===== src/rtl/sdma_agen_pkg.sv =====
// Package: shared constants and types for the strided DMA address generator.
// Assumes quadword units of 16 bytes.
package sdma_agen_pkg;
    localparam int QW_SHIFT = 4;

    typedef enum logic {
        ST_IDLE = 1'b0,
        ST_RUN  = 1'b1
    } agen_state_e;
endpackage


===== src/rtl/sdma_chunk_sizer.sv =====
// Module: sdma_chunk_sizer
// Computes the length of the next chunk as the smaller of the effective
// chunk size and the remaining count. Purely combinational.
// Assumes chunk_eff is nonzero whenever remaining is nonzero.
module sdma_chunk_sizer #(
    parameter int CNT_W = 16
) (
    input  logic [CNT_W-1:0] remaining,
    input  logic [CNT_W-1:0] chunk_eff,
    output logic [CNT_W-1:0] len
);
    // pick min(chunk, remaining)
    always_comb begin
        if (remaining < chunk_eff) len = remaining;
        else                       len = chunk_eff;
    end
endmodule


===== src/rtl/sdma_addr_step.sv =====
// Module: sdma_addr_step
// One address pointer. Loads a base and a gap on load. On each step it
// advances by (gap + len) quadwords, expressed in bytes.
// Assumes ADDR_W is wide enough that (gap+len)<<QW_SHIFT does not truncate.
module sdma_addr_step
    import sdma_agen_pkg::*;
#(
    parameter int CNT_W  = 16,
    parameter int ADDR_W = 32
) (
    input  logic              clk,
    input  logic              rst_n,
    input  logic              load,
    input  logic [ADDR_W-1:0] base,
    input  logic [CNT_W-1:0]  gap,
    input  logic              step,
    input  logic [CNT_W-1:0]  len,
    output logic [ADDR_W-1:0] addr
);
    logic [CNT_W-1:0]  gap_q;
    logic [ADDR_W-1:0] stride_bytes;

    // byte distance to the next chunk
    always_comb begin
        stride_bytes = (ADDR_W'(gap_q) + ADDR_W'(len)) << QW_SHIFT;
    end

    // pointer and gap registers
    always_ff @(posedge clk) begin
        if (!rst_n) begin
            addr  <= '0;
            gap_q <= '0;
        end else if (load) begin
            addr  <= base;
            gap_q <= gap;
        end else if (step) begin
            addr  <= addr + stride_bytes;
        end
    end
endmodule


===== src/rtl/sdma_agen_ctrl.sv =====
// Module: sdma_agen_ctrl
// Sequencer. It accepts a start only while idle and latches the count, the
// effective chunk size and the direction. It counts down the remaining
// quadwords on each accepted command and raises a sticky done.
// Assumes len from the sizer is nonzero whenever the remaining count is nonzero.
module sdma_agen_ctrl
    import sdma_agen_pkg::*;
#(
    parameter int CNT_W = 16
) (
    input  logic             clk,
    input  logic             rst_n,
    input  logic             start,
    input  logic             dir,
    input  logic [CNT_W-1:0] total,
    input  logic [CNT_W-1:0] chunk,
    input  logic             ready,
    input  logic [CNT_W-1:0] len,
    output logic             valid,
    output logic             load,
    output logic             fire,
    output logic [CNT_W-1:0] remaining,
    output logic [CNT_W-1:0] chunk_eff,
    output logic             dir_q,
    output logic             busy,
    output logic             done
);
    agen_state_e state;
    logic        last_chunk;

    // handshake and control decode
    always_comb begin
        valid      = (state == ST_RUN);
        busy       = (state == ST_RUN);
        load       = start && (state == ST_IDLE);
        fire       = valid && ready;
        last_chunk = (remaining == len);
    end

    // state, counters and done flag
    always_ff @(posedge clk) begin
        if (!rst_n) begin
            state     <= ST_IDLE;
            remaining <= '0;
            chunk_eff <= '0;
            dir_q     <= 1'b0;
            done      <= 1'b0;
        end else begin
            case (state)
                ST_IDLE: begin
                    if (start) begin
                        dir_q     <= dir;
                        remaining <= total;
                        chunk_eff <= (chunk == '0) ? total : chunk;
                        if (total == '0) begin
                            done  <= 1'b1;
                        end else begin
                            done  <= 1'b0;
                            state <= ST_RUN;
                        end
                    end
                end
                ST_RUN: begin
                    if (fire) begin
                        remaining <= remaining - len;
                        if (last_chunk) begin
                            state <= ST_IDLE;
                            done  <= 1'b1;
                        end
                    end
                end
                default: state <= ST_IDLE;
            endcase
        end
    end


    done_excl_chk: assert property (@(posedge clk) disable iff (!rst_n)
        done |-> !valid);


    zero_total_chk: assert property (@(posedge clk) disable iff (!rst_n)
        (load && total == '0) |=> (done && !valid));


    busy_start_chk: assert property (@(posedge clk) disable iff (!rst_n)
        (valid && start && !ready) |=> (valid && $stable(remaining) && $stable(dir_q)));
endmodule


===== src/rtl/strided_dma_agen.sv =====
// Module: strided_dma_agen (top)
// Strided interleave DMA address generator. It issues one command per chunk
// with main address, local address and length. The local side is contiguous
// and the main side skips skip_qw quadwords after each chunk.
// Assumes the data mover takes a command on any cycle with valid and ready high.
module strided_dma_agen
    import sdma_agen_pkg::*;
#(
    parameter int CNT_W  = 16,
    parameter int ADDR_W = 32
) (
    input  logic              clk,
    input  logic              rst_n,
    input  logic              start,
    input  logic              dir,
    input  logic [CNT_W-1:0]  total_qw,
    input  logic [CNT_W-1:0]  chunk_qw,
    input  logic [CNT_W-1:0]  skip_qw,
    input  logic [ADDR_W-1:0] main_base,
    input  logic [ADDR_W-1:0] local_base,
    output logic              cmd_valid,
    input  logic              cmd_ready,
    output logic [ADDR_W-1:0] cmd_main_addr,
    output logic [ADDR_W-1:0] cmd_local_addr,
    output logic [CNT_W-1:0]  cmd_len,
    output logic              cmd_dir,
    output logic              busy,
    output logic              done
);
    localparam logic [CNT_W-1:0] NO_GAP = '0;

    logic             load;
    logic             fire;
    logic [CNT_W-1:0] remaining;
    logic [CNT_W-1:0] chunk_eff;

    sdma_agen_ctrl #(.CNT_W(CNT_W)) u_ctrl (
        .clk       (clk),
        .rst_n     (rst_n),
        .start     (start),
        .dir       (dir),
        .total     (total_qw),
        .chunk     (chunk_qw),
        .ready     (cmd_ready),
        .len       (cmd_len),
        .valid     (cmd_valid),
        .load      (load),
        .fire      (fire),
        .remaining (remaining),
        .chunk_eff (chunk_eff),
        .dir_q     (cmd_dir),
        .busy      (busy),
        .done      (done)
    );

    sdma_chunk_sizer #(.CNT_W(CNT_W)) u_sizer (
        .remaining (remaining),
        .chunk_eff (chunk_eff),
        .len       (cmd_len)
    );

    sdma_addr_step #(.CNT_W(CNT_W), .ADDR_W(ADDR_W)) u_main_ptr (
        .clk   (clk),
        .rst_n (rst_n),
        .load  (load),
        .base  (main_base),
        .gap   (skip_qw),
        .step  (fire),
        .len   (cmd_len),
        .addr  (cmd_main_addr)
    );

    sdma_addr_step #(.CNT_W(CNT_W), .ADDR_W(ADDR_W)) u_local_ptr (
        .clk   (clk),
        .rst_n (rst_n),
        .load  (load),
        .base  (local_base),
        .gap   (NO_GAP),
        .step  (fire),
        .len   (cmd_len),
        .addr  (cmd_local_addr)
    );


    len_bound_chk: assert property (@(posedge clk) disable iff (!rst_n)
        cmd_valid |-> (cmd_len != '0 && cmd_len <= remaining));


    hold_cmd_chk: assert property (@(posedge clk) disable iff (!rst_n)
        (cmd_valid && !cmd_ready) |=> (cmd_valid && $stable(cmd_len)
            && $stable(cmd_main_addr) && $stable(cmd_local_addr)));


    local_step_chk: assert property (@(posedge clk) disable iff (!rst_n)
        (fire && !$past(load)) |=> (cmd_local_addr - $past(cmd_local_addr)
            == (ADDR_W'($past(cmd_len)) << QW_SHIFT)));


    base_load_chk: assert property (@(posedge clk) disable iff (!rst_n)
        load |=> (cmd_main_addr == $past(main_base) && cmd_local_addr == $past(local_base)));
endmodule


===== config.mk =====
export PLATFORM = sky130hd
export DESIGN_NAME = strided_dma_agen
export DESIGN_NICKNAME = d
export VERILOG_FILES = /design/src/rtl/sdma_agen_pkg.sv /design/src/rtl/sdma_chunk_sizer.sv /design/src/rtl/sdma_addr_step.sv /design/src/rtl/sdma_agen_ctrl.sv /design/src/rtl/strided_dma_agen.sv
export SDC_FILE = /design/constraint.sdc
export NUM_CORES = 1
export LEC_CHECK = 0
export BUFFER_PORTS_ARGS = -buffer_cell sky130_fd_sc_hd__buf_2
export CORE_MARGIN = 2
export CORE_UTILIZATION = 59
export DETAILED_ROUTE_END_ITERATION = 10
export GPL_TIMING_DRIVEN = 0
export PLACE_DENSITY_LB_ADDON = 0.05
export SYNTH_ARGS = -nofsm -noshare
export SYNTH_HDL_FRONTEND = slang
export SYNTH_SLANG_ARGS = --single-unit

===== constraint.sdc =====
create_clock -name clk -period 11 [get_ports clk]
set_clock_uncertainty 0.15 [all_clocks]
set_input_delay 2.2 -clock clk [delete_from_list [all_inputs] [get_ports clk]]
set_output_delay 2.2 -clock clk [all_outputs]
set_load 0.02 [all_outputs]

**After elaboration in Yosys (flattened, before gate mapping)**

Index checks and enable logic that the tools add are counted.

- Logic and storage cells: 45
- Register bits after elaboration: 115
- Output and inout bits: 84

- $add $sub $neg: 4
- Bitwise operators: 1
- Equality and inequality tests: 4
- Reductions and logical operators: 8
- Mux-type cells: 19
- $lt $le $gt $ge: 1

Operator list:

| operator | number |
|---|---|
| $mux 32 | 4 |
| $mux 16 | 4 |
| $add 32x20->32 | 1 |
| $add 32x32->32 | 1 |
| $logic_not 16->1 | 2 |
| $pmux 16 s2 | 1 |
| $add 16x16->17 | 1 |
| $eq 16x16->1 | 1 |
| $lt 16x16->1 | 1 |
| $sub 16x16->16 | 1 |
| $mux 1 | 8 |
| $ne 2x2->1 const B | 3 |
| $pmux 1 s2 | 2 |
| $reduce_and 2->1 | 2 |
| $reduce_and 3->1 | 1 |
| $logic_and 1x1->1 | 2 |
| $reduce_bool 2->1 | 1 |
| $not 1->1 | 1 |

**Logic depth before layout (Yosys ltp)**

Gate-level depths: netlist of run 1.

- Word-level depth: 6
- Gate-level depth with buffers: 28

**By module**

From an unflattened synthesis of run 1, not the netlist that was laid out.

- Cell total of the unflattened synthesis: 1232
- Area, all modules: 10092.2 µm²

By module, submodules not included:

| module | seq. area each (µm²) | area each (µm²) | cells each | times used |
|---|---|---|---|---|
| sdma_addr_step | 960.9 | 3584.7 | 436 | 2 |
| sdma_agen_ctrl | 700.7 | 2283.4 | 289 | 1 |
| sdma_chunk_sizer | 0.0 | 635.6 | 70 | 1 |
| strided_dma_agen | 0.0 | 3.8 | 1 | 1 |

**Worst setup path after synthesis of run 1**

Ideal clock, no wire load.

- Path kind: reg-to-reg
- Start: register u_ctrl.chunk_eff[13]
- End: register u_main_ptr.addr[28]
- Path slack: 5325 ps
- Cell stages (with the launch flop): 27
- Data required time: 10724 ps
- Path buffers: 1
- Setup time: 126 ps
- Data arrival time: 5399 ps
- Cell sequence: dfxtp_1 -> inv_1 -> ha_1 -> a21o_1 -> a21o_1 -> a21oi_1 -> o21ai_0 -> a21oi_1 -> clkbuf_1 -> nor2_1 -> a21o_1 -> fa_1 -> a21o_1 -> a21oi_1 -> o21ai_1 -> nand2_1 -> a211oi_1 -> nor3_1 -> xnor2_1 -> ha_1 -> or2_2 -> a21oi_1 -> o31ai_4 -> a2111oi_4 -> nor2_1 -> a311oi_1 -> a211oi_1

- Cells in the longest elaborated chain, start to end: 6

Ends and longest elaborated chain:

| what | line | source |
|---|---|---|
| start, declared | sdma_agen_ctrl.sv:23 | `output logic [CNT_W-1:0] chunk_eff,` |
| start signal, assigned | sdma_agen_ctrl.sv:54 | `chunk_eff <= (chunk == '0) ? total : chunk;` |
| $lt 16x16->1 | sdma_chunk_sizer.sv:14 | `if (remaining < chunk_eff) len = remaining;` |
| $mux 16 | sdma_chunk_sizer.sv:14 |  |
| via cmd_len[1] | strided_dma_agen.sv:25 | `output logic [CNT_W-1:0] cmd_len,` |
| $add 16x16->17 | sdma_addr_step.sv:25 | `stride_bytes = (ADDR_W'(gap_q) + ADDR_W'(len)) << QW_SHIFT;` |
| $add 32x32->32 | sdma_addr_step.sv:37 | `addr <= addr + stride_bytes;` |
| $mux 32 | sdma_addr_step.sv:36 | `end else if (step) begin` |
| $mux 32 | sdma_addr_step.sv:33 | `end else if (load) begin` |
| end signal, assigned | sdma_addr_step.sv:34 | `addr <= base;` |
| end signal, assigned | sdma_addr_step.sv:37 |  |
| end, declared | sdma_addr_step.sv:18 | `output logic [ADDR_W-1:0] addr` |

The timed path passes the listed nets, and every way through them passes these cells. The select of a mux whose other input is x is not followed.
A chain may end at the register's enable or synchronous reset.

**Worst setup path after layout of run 1**

- Start: register u_ctrl.chunk_eff[13]
- End: register u_main_ptr.addr[28]

- Cells in the longest elaborated chain, start to end: 6

Ends and longest elaborated chain:

| what | line |
|---|---|
| $lt 16x16->1 | sdma_chunk_sizer.sv:14 |
| $mux 16 (*) | sdma_chunk_sizer.sv:14 |
| $add 16x16->17 (*) | sdma_addr_step.sv:25 |
| $add 32x32->32 (*) | sdma_addr_step.sv:37 |
| $mux 32 (*) | sdma_addr_step.sv:36 |
| $mux 32 (*) | sdma_addr_step.sv:33 |

Every way passes the cells marked *; elsewhere a longest branch is shown, timed or not. The select of a mux whose other input is x is not followed.

==> results of run 1 <==
==> power groups by stage <==
stage | sequential (mW) | clock [mW] | combinational (mW)
floorplan | 0.523 | 0 | 0.598
global placement | 0.503 | 0 | 0.833
detailed placement | 0.504 | 0 | 0.843
CTS | 0.495 | 0.570 | 0.852
global route | 0.501 | 0.588 | 0.953
finish | 0.496 | 0.572 | 0.868
==> synth_stat cells, types with 10 or more instances <==
cell type                    n  share of area (%)
sky130_fd_sc_hd__a211oi_1   17                1.6
sky130_fd_sc_hd__a21o_1     35                3.2
sky130_fd_sc_hd__a21oi_1   158                9.6
sky130_fd_sc_hd__a311oi_1   10                1.1
sky130_fd_sc_hd__clkbuf_1   46                2.1
sky130_fd_sc_hd__dfxtp_1   115                 28
sky130_fd_sc_hd__ha_1       81                 12
sky130_fd_sc_hd__inv_1      51                2.3
sky130_fd_sc_hd__nand2_1   112                5.1
sky130_fd_sc_hd__nand3_1    11               0.67
sky130_fd_sc_hd__nor2_1     71                3.2
sky130_fd_sc_hd__nor3_1     18                1.1
sky130_fd_sc_hd__nor4_1     12               0.91
sky130_fd_sc_hd__o21ai_0    74                4.5
sky130_fd_sc_hd__o221ai_1   20                2.1
sky130_fd_sc_hd__xnor2_1    50                5.3
sky130_fd_sc_hd__xor2_1     20                2.1
==> placed cells by master (no fill, tap or decap), drive strengths merged, types with 19 or more instances in the layout <==
cell type / n
a211oi: 19
a21o: 35
a21oi: 160
buf: 207
clkbuf: 63
dfxtp: 115
ha: 81
inv: 57
nand2: 112
nor2: 71
nor3: 19
o21ai: 81
o221ai: 20
xnor2: 50
xor2: 20
==> registers in the layout (all words and copies together) (netlist names) <==
signal and flops:
u_ctrl.remaining 16, u_main_ptr.addr 32, u_ctrl.chunk_eff 16, u_ctrl.busy 1, u_ctrl.dir_q 1, u_ctrl.done 1, u_main_ptr.gap_q 16, u_local_ptr.addr 32
==> kinds of logic after synthesis <==
family / Yosys count
compound gates: 392
xor+xnor: 70
fa+ha+maj: 85
buf+inv: 105
flops: 115
mux: 6
simple gates: 275
==> tightest hold or removal path: stages, from the launching register on <==
cell and delay (ps):
sky130_fd_sc_hd__dfxtp_1 310, sky130_fd_sc_hd__nand2_1 50, sky130_fd_sc_hd__a21oi_1 50
==> final timing paths <==
check	to	from	slack, ps
worst max-delay path	u_main_ptr.addr[28]	u_ctrl.chunk_eff[13]	4120
worst min-delay path	u_local_ptr.addr[3]	u_local_ptr.addr[3]	310
worst max register to register	u_main_ptr.addr[28]	u_ctrl.chunk_eff[13]	4120
worst min register to register	u_local_ptr.addr[3]	u_local_ptr.addr[3]	310
==> area by class of cell <==
type | count | area (um2)
flip-flops and latches | 115 | 2300
repair buffers | 199 | 996
fillers | 1217 | 3680
plain buffers | 54 | 210
inverters | 51 | 191
multi-input cells | 828 | 5510
clock inverters | 15 | 174
clock buffers | 17 | 425
well taps | 180 | 225
==> per-layer routing <==
| layer | wire length (um) | vias to the layer above | GRT usage (%) |
|---|---|---|---|
| met5 | 0 | - | 0 |
| met4 | 1020 | 0 | 17.3 |
| met3 | 2600 | 79 | 7.44 |
| met2 | 12500 | 436 | 59.9 |
| met1 | 11800 | 4125 | 48.5 |
| li1 | - | 4272 | - |
==> results, run 1 <==
- In this run the number of cells on the critical path is 26.
- The power density normalized to cell area is 193 nW/um2.
- The floorplan step defined a die boundary enclosing between 10000 and 15000 um2.
- Summing the areas of all compound-gate instances in the mapped netlist gives 30.2% of the synthesized area.
- STA classifies the critical path startpoint as a flop.
- In the routed design, unresolved DRC markers number 0.
- The pin count of the biggest net entering global routing is 17.
- The first detailed-routing pass ran for 5 iterations.
- The cell row count is 43.
- The share of the Yosys chip area taken by registers is roughly 28%.
- The library cell contributing the largest single delay on the critical path is sky130_fd_sc_hd__a21oi_1.
- Prior to clock tree synthesis, the placed netlist has a worst setup slack of between 4000 and 5000 ps.
- The count of buffers added on input and output ports is 199.
- The y dimension of the die is 122 um.
- The number of placed cells counting well taps is between 1000 and 1500.
- For the pin with the worst max-slew slack, the measured transition is 895 ps.
- The net switching share of the total power is 41.5%.
- The yosys synthesis warning count is 0.
- The diode insertion count for antenna repair is 0.
- After synthesis, the netlist uses 64 different library cells.
- The category of cells accounting for the largest share of critical-path delay is compound AO/OA/AOI/OAI gates.
- Combinational logic burns approximately 45% of the power.
- The sequential share of power is 25.6%.
- The congestion estimate from routability-driven global placement came to 1.01.
- The fraction of synthesis flops using an asynchronous set or reset pin is 0%.
- The number of standard cells in the layout, taps in and fillers out is ~1500.
- The wire length per cell after detailed routing is 19.1 um.
- The CTS tree is done.
- In this run, CTS created clock tree buffers numbering 17.
- Measured against the total synthesized area, the mux share comes to less than 1%.
- The first-pass GRT wire length is 42400 um.
- The area growth from synthesis to layout is 22.2%.
- The total routing usage reported by global routing is roughly 37%.
- The number of global-route vias before repair came to between 8000 and 9000.
- In this run the horizontal extent of the chip is around 120 um.
- For this design the static power due to leakage is roughly 4.7 nW.
- The count of nets left with antenna violations once routing finished came out at 0.
- Setup violations remaining at the end of the flow were counted as 0.
- For this configuration, the core starts out at a cell density of between 50% and 60%.
- The final layout contains routed wiring with a total length of 27900 um.
- During I/O placement, the number of pins put on the boundary was roughly 200.
- The placed instances occupy a cell area of ~9400 um2.
- Across the VDD grid, the largest voltage drop is roughly 140 uV.
- Setup repair after global routing left no endpoint under its margin.
- The synthesized design contains 0 enable-type register cells.
- The cell count after synthesis came out at 1048.
- The run finished with clean final reports.
- The floorplan step defined a core boundary enclosing roughly 14000 um2.
- The synthesized area per cell is around 8 um2.
- No sink is reached through more buffers than the 2 on the longest clock path.
- The net count of the finished layout is between 1000 and 1500.
- The most used flip-flop cell after synthesis is sky130_fd_sc_hd__dfxtp_1.
- The largest family of logic cells by synthesized area is compound AO/OA/AOI/OAI gates.
- After the first detailed-routing iteration, the DRC count stood at around 840.
- The number of buffers and inverters on the critical path is 2.
- The synthesized design contains around 120 register bits.
- For this design, the sink count on the clock tree is approximately 120.
- The internal power component is 1.13 mW.
- Dividing the final minimum period by the clock period gives about 63%.
- The number of setup buffers added after CTS is 0.
- The max-cap check violation count is 0.
- The smallest clock period supported by the final layout is computed as roughly 6900 ps.
- The synthesized netlist devotes 15.4% of its cell area to simple gates.
- The count of endpoints failing hold in the final timing report is 0.
- The maximum clock frequency is between 100 and 150 MHz.
- In this run the tightest slew margin relative to its limit is between 40% and 50%.
- The required time of the critical path is between 10000 and 15000 ps.
- The root buffer cell is sky130_fd_sc_hd__clkbuf_16.
- Of all nets on the critical path, the largest fanout is 10.
- The number of instances on the worst hold path is 2.
- The largest incremental delay on the critical path is roughly 600 ps.
- The clock network fraction of design power is slightly below 30%.
- The element type at the critical path end is a flop.
- Across all layers, the routed design uses between 8000 and 9000 vias.
- The share of the synthesized netlist area taken by xor and xnor gates is 7.46%.
- The initial antenna violation count is 0.
- Clock-pin slew was measured on the worst setup and hold paths at around 60 ps.
- For this run the aggregate overflow at the end of global routing stands at 0.
- The worst endpoint data arrival time is just over 7000 ps.
- Power comes to 1.94 mW.
- The net switching power is ~800 uW.
- The adder-cell share of the synthesized area is a little over an eighth.
- The path class of the tightest hold or removal check is flop to flop.
- The fraction of final layout cells sized beyond drive strength 1 is about a fifth.
- The number of hold buffers added after CTS was 0.
- The net count after synthesis is approximately 1300.
- Once the clock tree was built, the resizer swapped 0 gates to a different size.
- The total non-filler cell area in the finished layout is about 10000 um2.
- Counting cells, the worst reg-to-reg path comes to 26.
- In the final timing run, aggregate negative setup slack is 0 ps.
- The HPWL reported at the end of detailed placement is roughly 21000 um.
- The smallest setup slack after layout is roughly 4000 ps.
- Final hold analysis gives a worst-case slack of 306 ps.
- The number of pins exceeding their max-slew limit in the final report came to 0.
- The synthesized area is 8220 um2.
- The clock latency of the later-clocked register in the worst-skew pair is about 430 ps.
- The H-tree was split into 4 levels.
- Measured on the finished design, the core utilization comes to between 70% and 80%.
- The number of vias per cell after detailed routing is about 6.
- The critical path in this run is classified as flop to flop.
Note: power is estimated with default switching activity, not from simulation.
==> run 2: changes to the inputs <==
--- a/config.mk
+++ b/config.mk
@@ -5,9 +5,10 @@
 export SDC_FILE = /design/constraint.sdc
 export NUM_CORES = 1
 export LEC_CHECK = 0
+export ABC_AREA = 1
 export BUFFER_PORTS_ARGS = -buffer_cell sky130_fd_sc_hd__buf_2
 export CORE_MARGIN = 2
-export CORE_UTILIZATION = 59
+export CORE_UTILIZATION = 51
 export DETAILED_ROUTE_END_ITERATION = 10
 export GPL_TIMING_DRIVEN = 0
 export PLACE_DENSITY_LB_ADDON = 0.05
==> constraint.sdc (replaced) <==
create_clock -name clk -period 6.2 [get_ports clk]
set_clock_uncertainty 0.15 [all_clocks]
set_input_delay 1.24 -clock clk [delete_from_list [all_inputs] [get_ports clk]]
set_output_delay 1.24 -clock clk [all_outputs]
set_load 0.02 [all_outputs]
==> results, run 2 <==
- The leakage power came to 5.63 nW (was 4.65 nW).
- The area added between synthesis and finish came to 19.8% (was 22.2%).
- The count of endpoints failing hold in the final timing report was 0 (unchanged).
- The post-layout minimum cycle time came to 5740 ps (was 6880 ps).
- The internal power component is 1.93 mW (was 1.13 mW).
- Setup repair after global routing missed its margin: false (unchanged).
- The required time of the critical path came to 6330 ps (was 11160 ps).
- The power share of the combinational group is 45.8% (was 44.8%).
- The library cell contributing the largest single delay on the critical path is sky130_fd_sc_hd__o21ai_1 (was sky130_fd_sc_hd__a21oi_1).
- The total non-filler cell area in the finished layout came to 11300 um2 (was 10000 um2).
- The cell area after placement came to 10800 um2 (was 9440 um2).
- The number of gates resized after CTS is 0 (unchanged).
- The pin count of the biggest net entering global routing is 17 (unchanged).
- The floorplan die width is 140 um (was 122 um).
- Commonest non-fill, non-tap cells in the layout: sky130_fd_sc_hd__nand2_1, sky130_fd_sc_hd__buf_2, sky130_fd_sc_hd__nor2_1 (was sky130_fd_sc_hd__buf_2, sky130_fd_sc_hd__a21oi_1, sky130_fd_sc_hd__dfxtp_1).
- The number of vias per cell after detailed routing came to 5.63 (was 6.11).
- The clock net sink count is 115 (unchanged).
- The root buffer cell is sky130_fd_sc_hd__clkbuf_16 (unchanged).
- The net count after synthesis came to 1678 (was 1250).
- The residual antenna-violating net count after detailed routing is 0 (unchanged).
- The element type at the critical path end is a flop (unchanged).
- The hold buffer count at CTS is 0 (unchanged).
- The y dimension of the die was 140 um (was 122 um).
- The highest net fanout along the worst path is 10 (unchanged).
- The slew at the pin closest to its max-slew limit came to 1050 ps (was 895 ps).
- The start-to-end type of the worst setup path is flop to flop (unchanged).
- The area of the core was 18100 um2 (was 13700 um2).
- The number of top-level pins was 201 (unchanged).
- The initial DRC count is 810 (was 843).
- The power density normalized to cell area is 310 nW/um2 (was 193 nW/um2).
- The beginning of the worst register-to-register path is u_ctrl.remaining[5] (was u_ctrl.chunk_eff[13]).
- The diode insertion count for antenna repair is 0 (unchanged).
- The number of endpoints failing setup at the final stage is 0 (unchanged).
- The net switching power is 1.59 mW (was 805 uW).
- The number of clock buffers inserted by TritonCTS came to 17 (unchanged).
- The type of origin of the critical path is a flop (unchanged).
- The total routing usage reported by global routing is 33.8% (was 37.4%).
- The clock network fraction of design power is 28.7% (was 29.6%).
- The worst-case reg-to-reg path depth is 31 (was 26).
- The clock latency of the later-clocked register in the worst-skew pair is 440 ps (was 430 ps).
- The maximum resistive drop on vdd was 223 uV (was 141 uV).
- The cell row count is 49 (was 43).
- The sequential share of power was 25.5% (was 25.6%).
- The wire length per cell after detailed routing is 17.4 um (was 19.1 um).
- The count of mapped cells out of synthesis is 1476 (was 1048).
- The number of detailed-routing iterations run before antenna repair is 6 (was 5).
- The startpoint of the worst setup timing path is u_ctrl.remaining[5] (was u_ctrl.chunk_eff[13]).
- The yosys synthesis warning count is 0 (unchanged).
- The largest buffer count on any clock path is 2 (unchanged).
- The clock-pin slew on the worst setup and hold paths came to 70 ps (was 60 ps).
- The worst endpoint data arrival time is 5870 ps (was 7040 ps).
- The share of the synthesized area in the top cell type is 24.3% (was 28.0%).
- The worst reg-to-reg setup slack came to 460 ps (was 4120 ps).
- Run status: completed (unchanged).
- The net switching share of the total power is 45.1% (was 41.5%).
- The number of synthesized register bits was 115 (unchanged).
- The final weighted congestion in routability-driven placement is 0.966 (was 1.01).
- The accumulated negative setup slack was 0 ps (unchanged).
- Cell types with the highest counts after synthesis: sky130_fd_sc_hd__nand2_1, sky130_fd_sc_hd__nor2_1, sky130_fd_sc_hd__inv_1 (was sky130_fd_sc_hd__a21oi_1, sky130_fd_sc_hd__dfxtp_1, sky130_fd_sc_hd__nand2_1).
- The number of setup buffers added after CTS is 0 (unchanged).
- The ratio of final minimum period to clock period is 92.6% (was 62.5%).
- The most frequently used cell type in the post-synthesis netlist was sky130_fd_sc_hd__nand2_1 (was sky130_fd_sc_hd__a21oi_1).
- The sequential area share after synthesis came to 24.3% (was 28.0%).
- The max-cap check violation count is 0 (unchanged).
- The largest incremental delay on the critical path is 600 ps (about the same).
- The maximum clock frequency came to 174 MHz (was 145 MHz).
- The cell accounting for the most synthesized area was sky130_fd_sc_hd__dfxtp_1 (unchanged).
- The DRC violation count after routing was 0 (unchanged).
- The fraction of final layout cells sized beyond drive strength 1 is 17.7% (was 19.7%).
- The HPWL reported at the end of detailed placement is 26700 um (was 21100 um).
- The number of global-route vias before repair is 9740 (was 8251).
- The synthesized area is 9460 um2 (was 8220 um2).
- The net count of the finished layout is 1897 (was 1468).
- The endpoint of the worst-slack reg-to-reg timing path is u_main_ptr.addr[27] (was u_main_ptr.addr[28]).
- The cell that appears most often on the critical path is sky130_fd_sc_hd__nand2_1.
- The relative slew slack is 29.0% (was 40.4%).
- The fraction of synthesis flops using an asynchronous set or reset pin is 0% (unchanged).
- The leading cell type in the layout, fill and taps excluded is sky130_fd_sc_hd__nand2_1 (was sky130_fd_sc_hd__buf_2).
- The effective utilization at floorplan is 52.3% (was 59.9%).
- Largest registers: u_local_ptr.addr (32), u_main_ptr.addr (32) (unchanged).
- The area of the die came to 19700 um2 (was 14900 um2).
- The most used flip-flop cell after synthesis was sky130_fd_sc_hd__dfxtp_1 (unchanged).
- The synthesized area per cell is 6.41 um2 (was 7.84 um2).
- The initial antenna violation count was 0 (unchanged).
- The path category of the worst min-delay check is flop to flop (unchanged).
- Dominant cells by area after synthesis: sky130_fd_sc_hd__dfxtp_1, sky130_fd_sc_hd__nand2_1, sky130_fd_sc_hd__ha_1, sky130_fd_sc_hd__a21oi_1, sky130_fd_sc_hd__nor2_1 (was sky130_fd_sc_hd__dfxtp_1, sky130_fd_sc_hd__ha_1, sky130_fd_sc_hd__a21oi_1, sky130_fd_sc_hd__xnor2_1, sky130_fd_sc_hd__nand2_1).
- The first-pass GRT wire length was 51700 um (was 42400 um).
- The wire length after detailed routing is 33700 um (was 27900 um).
- The number of pins exceeding their max-slew limit in the final report is 0 (unchanged).
- The endpoint of the worst setup timing path is u_main_ptr.addr[27] (was u_main_ptr.addr[28]).
- The number of library cell types mapped by synthesis came to 53 (was 64).
- The number of synthesized flops with an enable pin was 0 (unchanged).
- The total via count after detailed routing is 10900 (was 8912).
- The CTS tree is done (unchanged).
- The maximum level of the CTS H-tree is 4 (unchanged).
- The sum of overflow across all layers after global routing came to 0 (unchanged).
- The quantity of I/O buffers inserted on ports is 200 (was 199).
run 2: cell types whose count changed in the layout (fill, tap and decap cells not counted), moves of 28 or more:
cell / before / now
sky130_fd_sc_hd__nand2_1: 112 / 309
sky130_fd_sc_hd__xnor2_1: 50 / 12
sky130_fd_sc_hd__nor2_1: 71 / 167
sky130_fd_sc_hd__o21ai_0: 74 / 122
sky130_fd_sc_hd__a21o_1: 35 / 7
sky130_fd_sc_hd__nand3_1: 11 / 93
sky130_fd_sc_hd__inv_1: 51 / 149
run 2: logic make-up after synthesis:
family                     count (synthesis)  share of synthesized area (%)
AOI/OAI and AO/OA                        367                           21.3
xor gates and xnor gates                  44                           4.07
adders and majority gates                 85                           11.6
buffers and inverters                    214                           8.83
DFF                                      115                           24.3
and+or+nand+nor                          651                           29.9
run 2: area by class of cell:
cell class | count | area [um2]
Buffer | 53 | 231
Clock buffer | 17 | 425
Clock inverter | 15 | 159
Fill cell | 1800 | 6750
Inverter | 161 | 604
Multi-Input combinational cell | 1147 | 6330
Sequential cell | 115 | 2300
Tap cell | 229 | 287
Timing Repair Buffer | 200 | 1000
run 2: layer usage:
layer  routed length (um)  vias up  track usage [%]
met4                  998        0             12.3
met2                14600      493             52.6
met3                 3020       62             6.80
met1                15000     4940             46.4
li1                     -     5407                -
met5                    0        -                0
run 2: worst min path at each step:
stage	depth (start not counted)	slack (ps)	end	start
CTS	2	330	u_ctrl.done	u_ctrl.done
global placement	2	310	u_main_ptr.addr[3]	u_main_ptr.addr[3]
global route	2	360	u_local_ptr.addr[2]	u_local_ptr.addr[2]
floorplan	2	310	u_ctrl.remaining[0]	u_ctrl.remaining[0]
finish	2	330	u_ctrl.done	u_ctrl.done
detailed placement	2	310	u_ctrl.done	u_ctrl.done
run 2: power groups by stage:
stage / clock (mW) / combinational (mW) / sequential [mW]
after floorplan: 0 / 1.08 / 0.938
after global placement: 0 / 1.56 / 0.908
after detailed placement: 0 / 1.58 / 0.909
after CTS: 1.01 / 1.59 / 0.894
after global routing: 1.04 / 1.78 / 0.904
final: 1.01 / 1.61 / 0.897
run 2: metrics by stage:
stage	total power [mW]	std cells	worst slack, ps	util [%]	hold slack [ps]
after floorplan	2.02	1476	1400	-	306
after global placement	2.47	1905	643	59.4	308
after detailed placement	2.49	1905	605	59.4	306
after CTS	3.49	1937	521	62.7	325
after global routing	3.73	1937	31.9	62.7	355
final	3.52	1937	458	62.7	326
run 2: critical path: cells and delay by family, from the launching register on:
kind,cells,cell delay [ps]
AOI/OAI and AO/OA,6,1290
xor gates and xnor gates,1,170
adders and majority gates,3,1140
buffers and inverters,2,350
DFF,1,440
and+or+nand+nor,19,2050
==> run 3: changes to the inputs <==
--- a/config.mk
+++ b/config.mk
@@ -7,11 +7,15 @@
 export LEC_CHECK = 0
 export ABC_AREA = 1
 export BUFFER_PORTS_ARGS = -buffer_cell sky130_fd_sc_hd__buf_2
+export CELL_PAD_IN_SITES_DETAIL_PLACEMENT = 1
+export CELL_PAD_IN_SITES_GLOBAL_PLACEMENT = 1
 export CORE_MARGIN = 2
-export CORE_UTILIZATION = 51
+export CORE_UTILIZATION = 35
+export CTS_CLUSTER_DIAMETER = 100
 export DETAILED_ROUTE_END_ITERATION = 10
 export GPL_TIMING_DRIVEN = 0
 export PLACE_DENSITY_LB_ADDON = 0.05
+export SLEW_MARGIN = 0
 export SYNTH_ARGS = -nofsm -noshare
 export SYNTH_HDL_FRONTEND = slang
 export SYNTH_SLANG_ARGS = --single-unit
==> results, run 3 (synthesis gave the netlist of run 2 again) <==
- Run status: completed (unchanged).
- The area occupied by multi-input gates is 6370 um2 (was 6330 um2).
- The net count of the finished layout is 1897 (unchanged).
- The power density normalized to cell area is 315 nW/um2 (was 310 nW/um2).
- The number of top-level pins came to 201 (unchanged).
- The max-cap check violation count is 0 (unchanged).
- The post-layout minimum cycle time is 5630 ps (was 5740 ps).
- The clock latency of the later-clocked register in the worst-skew pair is 430 ps (was 440 ps).
- The number of setup buffers added after CTS is 0 (unchanged).
- The area of the core is 26700 um2 (was 18100 um2).
- The DRC violation count after routing is 0 (unchanged).
- The number of endpoints failing setup at the final stage is 0 (unchanged).
- The total via count after detailed routing is 10900 (about the same).
- The maximum clock frequency is 178 MHz (was 174 MHz).
- The cell area after placement is 10900 um2 (was 10800 um2).
- The ratio of final minimum period to clock period was 90.9% (was 92.6%).
- The diode insertion count for antenna repair is 0 (unchanged).
- The wire length after detailed routing is 39600 um (was 33700 um).
- The residual antenna-violating net count after detailed routing came to 0 (unchanged).
- The number of clock buffers inserted by TritonCTS is 17 (unchanged).
- The register area is 2300 um2 (unchanged).
- The number of filler instances in the final layout is 3593 (was 1800).
- The total design power was 3.63 mW (was 3.52 mW).
- The relative slew slack is 13.9% (was 29.0%).
- The sum of overflow across all layers after global routing is 0 (unchanged).
- The maximum level of the CTS H-tree is 4 (unchanged).
- The CTS tree is done (unchanged).
- The smallest setup slack after layout came to 567 ps (was 458 ps).
- The number of placed cells counting well taps was 2017 (was 1905).
- The maximum resistive drop on vdd is 157 uV (was 223 uV).
- The start-to-end type of the worst setup path is flop to flop (unchanged).
- The leading cell type in the layout, fill and taps excluded is sky130_fd_sc_hd__nand2_1 (unchanged).
- The initial DRC count is 610 (was 810).
- The area of the die is 28400 um2 (was 19700 um2).
- The initial antenna violation count came to 0 (unchanged).
- The cell row count is 60 (was 49).
- Setup repair after global routing missed its margin: false (unchanged).
- The HPWL reported at the end of detailed placement is 31900 um (was 26700 um).
- The y dimension of the die came to 168 um (was 140 um).
- The quantity of I/O buffers inserted on ports was 200 (unchanged).
- The number of pins exceeding their max-slew limit in the final report is 0 (unchanged).
- The pin count of the biggest net entering global routing was 17 (unchanged).
- The highest net fanout along the worst path is 10 (unchanged).
- The clock net sink count is 115 (unchanged).
- The clock-pin slew on the worst setup and hold paths is 70 ps (about the same).
- The area added between synthesis and finish is 21.9% (was 19.8%).
- The first-pass GRT wire length was 61000 um (was 51700 um).
- The root buffer cell is sky130_fd_sc_hd__clkbuf_16 (unchanged).
- The worst endpoint data arrival time is 5840 ps (was 5870 ps).
- The leakage power was 5.64 nW (was 5.63 nW).
- The required time of the critical path came to 6400 ps (was 6330 ps).
- The effective utilization at floorplan was 35.4% (was 52.3%).
- The fraction of final layout cells sized beyond drive strength 1 is 18.3% (was 17.7%).
- Commonest non-fill, non-tap cells in the layout: sky130_fd_sc_hd__nand2_1, sky130_fd_sc_hd__buf_2, sky130_fd_sc_hd__nor2_1 (unchanged).
- The floorplan die width is 168 um (was 140 um).
- The total routing usage reported by global routing was 27.8% (was 33.8%).
- The total non-filler cell area in the finished layout is 11500 um2 (was 11300 um2).
- The final weighted congestion in routability-driven placement was 0.923 (was 0.966).
- The type of origin of the critical path was a flop (unchanged).
- The largest buffer count on any clock path is 2 (unchanged).
- The wire length per cell after detailed routing was 19.3 um (was 17.4 um).
- The element type at the critical path end was a flop (unchanged).
- The accumulated negative setup slack is 0 ps (unchanged).
- The path category of the worst min-delay check is flop to flop (unchanged).
- The worst slack at placement was 372 ps (was 605 ps).
- The number of global-route vias before repair is 10900 (was 9740).
- The slew at the pin closest to its max-slew limit is 1280 ps (was 1050 ps).
- The number of vias per cell after detailed routing was 5.33 (was 5.63).
- The number of standard cells in the layout, taps in and fillers out is 2049 (was 1937).
- Largest registers: u_local_ptr.addr (32), u_main_ptr.addr (32) (unchanged).
- The number of detailed-routing iterations run before antenna repair is 5 (was 6).
- The count of endpoints failing hold in the final timing report is 0 (unchanged).
run 3: final timing paths:
check / slack, ps / cells after the start / to / start
worst min register to register: 320 / 2 / u_ctrl.done / u_ctrl.done
worst min-delay path: 320 / 2 / u_ctrl.done / u_ctrl.done
worst max-delay path: 570 / 27 / u_main_ptr.addr[23] / u_ctrl.chunk_eff[5]
worst max register to register: 570 / 27 / u_main_ptr.addr[23] / u_ctrl.chunk_eff[5]
run 3: power by group:
group	switching (mW)	internal, mW	total (mW)
Combinational	1.13	0.555	1.68
Sequential	0.0856	0.815	0.900
Clock	0.446	0.604	1.05
Total	1.66	1.97	3.63
run 3: layout make-up:
class / instances / share of cell area, %
Buffer: 53 / 2.03
Clock buffer: 17 / 3.69
Clock inverter: 15 / 1.51
Inverter: 161 / 5.24
Multi-Input combinational cell: 1147 / 55.2
Sequential cell: 115 / 20.0
Tap cell: 341 / 3.70
Timing Repair Buffer: 200 / 8.67
run 3: critical path, stage by stage, from the launching register on:
cell and delay [ps]:
sky130_fd_sc_hd__dfxtp_1 340, sky130_fd_sc_hd__inv_1 50, sky130_fd_sc_hd__ha_1 280, sky130_fd_sc_hd__a21oi_1 160, sky130_fd_sc_hd__nor2_1 50, sky130_fd_sc_hd__nor3_1 130
sky130_fd_sc_hd__nand2_1 120, sky130_fd_sc_hd__nand2_1 70, sky130_fd_sc_hd__nand2_1 210, sky130_fd_sc_hd__buf_2 320, sky130_fd_sc_hd__o21ai_0 930, sky130_fd_sc_hd__ha_1 440
sky130_fd_sc_hd__nand2_1 130, sky130_fd_sc_hd__nor2_1 70, sky130_fd_sc_hd__nand3_1 80, sky130_fd_sc_hd__o2111ai_1 130, sky130_fd_sc_hd__xor2_1 200, sky130_fd_sc_hd__ha_1 410
sky130_fd_sc_hd__nand2_1 80, sky130_fd_sc_hd__inv_1 100, sky130_fd_sc_hd__nand2_1 110, sky130_fd_sc_hd__nor2_2 160, sky130_fd_sc_hd__nand4_1 170, sky130_fd_sc_hd__nand3_1 210
sky130_fd_sc_hd__nand2_1 70, sky130_fd_sc_hd__nand3_1 90, sky130_fd_sc_hd__o211ai_1 110, sky130_fd_sc_hd__a21oi_1 150
run 3: per-layer routing:
layer | vias to the layer above | share of wire (%) | track usage, %
met3 | 53 | 4.9 | 4.23
met5 | - | 0 | 0
met2 | 297 | 45 | 45.7
met1 | 5167 | 48 | 37.7
met4 | 0 | 2.4 | 8.02
li1 | 5408 | - | -
run 3: timing repair:
action,4_1_cts,5_1_grt
setup endpoints to repair,0,14
hold buffers,0,0
gates resized for setup,0,14
run 3: per-stage QoR:
step / util [%] / hold slack, ps
finish: 43.2 / 317
global placement: 40.8 / 292
global route: 43.2 / 352
detailed placement: 40.8 / 302
floorplan: - / 306
CTS: 43.0 / 321
